===== config.mk =====
export PLATFORM = sky130hd
export DESIGN_NAME = ecc_err_logger
export DESIGN_NICKNAME = d
export VERILOG_FILES = /design/src/rtl/ecc_err_logger.sv
export SDC_FILE = /design/constraint.sdc
export NUM_CORES = 1
export LEC_CHECK = 0
export ABC_AREA = 1
export BUFFER_PORTS_ARGS = -buffer_cell sky130_fd_sc_hd__buf_2
export CORE_UTILIZATION = 45
export CTS_CLUSTER_SIZE = 14
export DETAILED_ROUTE_END_ITERATION = 8
export GPL_TIMING_DRIVEN = 0
export PLACE_DENSITY = 0.8
export SLEW_MARGIN = 15
export SYNTH_ARGS = -nofsm -noshare
export SYNTH_HDL_FRONTEND = slang
export SYNTH_SLANG_ARGS = --single-unit

===== constraint.sdc =====
create_clock -name clk -period 1.7 [get_ports clk]
set_clock_uncertainty 0.15 [all_clocks]
set_input_delay 0.255 -clock clk [delete_from_list [all_inputs] [get_ports clk]]
set_output_delay 0.255 -clock clk [all_outputs]
set_load 0.02 [all_outputs]

===== src/rtl/ecc_err_logger.sv =====
module ecc_err_logger #(
  parameter int ADDR_W = 32,
  parameter int SYN_W  = 8,
  parameter int CAP_W  = 19
) (
  input  logic                           clk,
  input  logic                           rst_n,
  input  logic                           chk_valid,
  input  logic                           chk_ce,
  input  logic                           chk_ue,
  input  logic [ADDR_W-1:0]              chk_addr,
  input  logic [SYN_W-1:0]               chk_syn,
  input  logic                           reg_wr_en,
  input  logic [CAP_W+SYN_W+4:0]         reg_wdata,
  output logic [CAP_W+SYN_W+4:0]         reg_rdata,
  output logic                           nmi_req,
  output logic                           serr_out,
  output logic                           scrub_req,
  output logic [ADDR_W-1:0]              scrub_addr
);
  localparam int REG_W  = CAP_W + SYN_W + 5;
  localparam int CAP_LO = ADDR_W - CAP_W;

  logic              scrub_off, nmi_en, serr_en, ce_flag, ue_flag;
  logic [CAP_W-1:0]  cap_addr;
  logic [SYN_W-1:0]  cap_syn;

  wire slot_free = !ce_flag && !ue_flag;
  wire take      = slot_free && chk_valid && (chk_ce || chk_ue);
  wire fix_hit   = chk_valid && chk_ce && !chk_ue;

  always_ff @(posedge clk) begin
    if (!rst_n) begin
      scrub_off  <= 1'b0;
      nmi_en     <= 1'b0;
      serr_en    <= 1'b0;
      ce_flag    <= 1'b0;
      ue_flag    <= 1'b0;
      cap_addr   <= '0;
      cap_syn    <= '0;
      scrub_req  <= 1'b0;
      scrub_addr <= '0;
    end else begin
      if (reg_wr_en) begin
        scrub_off <= reg_wdata[REG_W-1];
        serr_en   <= reg_wdata[3];
        nmi_en    <= reg_wdata[2];
      end
      if (take) begin
        ce_flag  <= !chk_ue;
        ue_flag  <= chk_ue;
        cap_addr <= chk_addr[ADDR_W-1:CAP_LO];
        cap_syn  <= chk_syn;
      end else if (reg_wr_en) begin
        if (reg_wdata[0]) ce_flag <= 1'b0;
        if (reg_wdata[1]) ue_flag <= 1'b0;
      end
      scrub_req <= fix_hit && !scrub_off;
      if (fix_hit && !scrub_off) scrub_addr <= chk_addr;
    end
  end

  assign reg_rdata = {scrub_off, cap_addr, cap_syn, serr_en, nmi_en, ue_flag, ce_flag};
  assign nmi_req   = ce_flag && nmi_en;
  assign serr_out  = ue_flag && serr_en;

  AST_CE_CAPTURE: assert property (@(posedge clk) disable iff (!rst_n)
    (reg_rdata[1:0] == 2'b00 && chk_valid && chk_ce && !chk_ue) |=> (reg_rdata[1:0] == 2'b01));
  AST_HELD_FROZEN: assert property (@(posedge clk) disable iff (!rst_n)
    (reg_rdata[1:0] != 2'b00) |=> $stable(reg_rdata[REG_W-2:4]));
  AST_SINGLE_FLAG: assert property (@(posedge clk) disable iff (!rst_n)
    $countones(reg_rdata[1:0]) <= 1);
  AST_FLAG_STICKY: assert property (@(posedge clk) disable iff (!rst_n)
    (reg_rdata[0] && !(reg_wr_en && reg_wdata[0])) |=> reg_rdata[0]);
  AST_SCRUB_CAUSE: assert property (@(posedge clk) disable iff (!rst_n)
    scrub_req |-> $past(chk_valid && chk_ce && !chk_ue && !reg_rdata[REG_W-1]));
endmodule


==> impl_metrics.toml <==
[timing]
slew_headroom = 0.691
rsz0062_at_grt = "no"
period_share = 0.887
report.final.hold_viol_count = 0
finalSetupTns_ps = 0
tightestPinTransition_ps = 463
maxSlewViolCount = 0
fmax_ghz = 0.663
layout_min_cycle_time_ps = 1510
setup_violations = 0

[route]
drc = 0
ant_nets = 0
vias = 2845
drt-initial-drc-count = 85
post_drt_wl_per_cell_um = 11.3
firstDrtPassIters = 4
viasPerCell = 4.58
wirelength_um = 7030

[logic_synthesis]
synth-xor-area-share = 0
ys.warnings.count = 0
synth_area_um2 = 2800
ys_types = 15
synth.mux.area_fraction = 0
synthSimpleGateAreaFrac = 0.292
synth_cells = 413
ys_seq_area_frac = 0.464
syn-num-nets = 491
synth_top_family_by_area = "simple AND/OR/NAND/NOR gates"
synth.ff_latch_count = 65
synth-adder-area-share = 0
synth-compound-area-share = 0.0661
syn_area_per_cell_um2 = 6.78

[floorplanning]
die_w_um = 80.9
fp-row-count = 28
initial_utilization = 0.470
die_y_um = 80.9
die-area_um2 = 6540
io_pins = 145
core_um2 = 5960

[placement]
place_congestion = 0.806
io_buffers = 116
placed_area_um2 = 3480
place_hpwl_um = 5250

[worst_setup_path]
worst_path_max_delay_cell = "dfxtp_1"
worstPathRequired_ps = 1290
crit_path_end_kind = "primary output"
worstSetupPathType = "reg -> out"
cpPeakStageDelay_ps = 470
crit_fanout = 5
crit_arrival_ps = 1100
path_buf_inv = 2
startpoint_type = "flop"
path_delay_family = "flip-flops"
cp_cell_sequence = "buf_4 > buf_2"

[power]
power_w = 0.00396
p_switching_w = 0.00110
clkPwrFrac = 0.390
p_seq_frac = 0.427
combPwrFrac = 0.184
swShare = 0.277
leakage_nw = 2.14
pwr_density_cell_nw_per_um2 = 1060
ir_drop_mv = 0.611
p_int_w = 0.00286

[clock_network]
cts_made_buffers = 9
cts_buffer_depth = 2
cts_tree = "done"
cts_root_buf = "clkbuf_8"
clk_latency_ps = 330
clock_sinks = 65
clkTransAtPathRegs_ps = 70
cts_htree_levels = 3
post_cts_buffers = 0

[global_routing]
grt-ovfl-total = 0
grt_util_met2 = 0.387
grt_first_pass_wirelength_um = 11300
grt_max_degree = 12
antenna_found_initial = 0
grt-busiest-layer = "met2"
use_met1 = 0.260
gr-usage-met3 = 0.0697
first_global_vias = 2588
track_usage = 0.226

[min_path]
min_path_type = "in -> reg"

[finish]
diodes = 0
final_layout_size_suffix_gt1_frac = 0.277
final_common_cell = "buf_2"
final_cell_mix = "buf_2, nor2_1, inv_1"
area_growth_pct = 33.1
nNetsFinal = 620
stdcell_area_um2 = 3730

[run]
maxCapViolCount = 0

[outcome]
status = "complete, no violations"
[routing by layer]
metal	vias up	share of wire
met5	-	0
met1	1263	0.44
met3	11	0.078
met2	85	0.47
met4	0	0.014
li1	1486	-
[logic make-up (layout without fill, tap and decap cells)]
kind of cell,Yosys count,count (layout)
AND/OR/NAND/NOR,193,193
buffers and inverters,118,251
flip-flops,65,65
AO/OA/AOI/OAI,37,37
[sequential cells by signal (all words and copies together), names as in the netlist]
signal,cells
scrub_req,1
scrub_addr,32
nmi_en,1
cap_addr,19
ce_flag,1
scrub_off,1
serr_en,1
ue_flag,1
cap_syn,8
[power by group through the flow]
stage / Combinational [W] / Clock [W] / Sequential (W)
3_3_place_gp: 0.000708 / 0 / 0.00172
5_1_grt: 0.000820 / 0.00164 / 0.00170
2_1_floorplan: 0.000355 / 0 / 0.00184
4_1_cts: 0.000731 / 0.00157 / 0.00169
6_report: 0.000727 / 0.00154 / 0.00169
3_5_place_dp: 0.000725 / 0 / 0.00172
[area by class of cell]
cell class                      instances  area (µm²)
Clock inverter                          6         108
Multi-Input combinational cell        230        1000
Fill cell                             570        2230
Sequential cell                        65        1300
Tap cell                               75        93.8
Clock buffer                            9         124
Buffer                                 27         155
Inverter                               91         342
Timing Repair Buffer                  118         601
[worst reg2reg max path: cells and delay by family (launching register included)]
kind	cells	cell delay [ps]
and+or+nand+nor	4	660
DFF	1	380
buffers and inverters	2	220
[worst paths after layout]
kind                            slack (ps)        endpoint      startpoint  cells past startpoint
worst max-delay path                   190    reg_rdata[1]         ue_flag                      2
worst min-delay path                    20   scrub_addr[5]     chk_addr[5]                      3
worst max register to register         220    cap_addr[13]         ue_flag                      6
worst min register to register         330  scrub_addr[12]  scrub_addr[12]                      2
[cells in the mapped netlist]
master | instances | area (µm²)
buf_1 | 3 | 11.3
buf_6 | 2 | 22.5
nand2_1 | 63 | 236
o21ai_0 | 35 | 175
dfxtp_1 | 65 | 1300
a21oi_1 | 2 | 10.0
nor2_1 | 99 | 372
buf_2 | 7 | 35.0
buf_4 | 8 | 60.1
nand3_4 | 1 | 17.5
nand4_1 | 28 | 175
nand2_2 | 1 | 6.26
nor2_4 | 1 | 11.3
clkbuf_1 | 7 | 26.3
inv_1 | 91 | 342
[repair_timing]
item,CTS,global route
setup endpoints to repair,0,0
resized for setup,0,0
endpoints found under the hold margin,2,0
hold buffers,2,0
[metrics by stage]
step | setup WS (ps) | utilization | hold WS [ps] | instances
floorplan | 473 | - | 240 | 413
global placement | 202 | 0.584 | 307 | 604
detailed placement | 191 | 0.584 | 317 | 604
CTS | 177 | 0.626 | 1.25 | 621
global route | 115 | 0.626 | 20.8 | 621
finish | 193 | 0.626 | 15.4 | 621
Note: power is estimated with default switching activity, not from simulation.
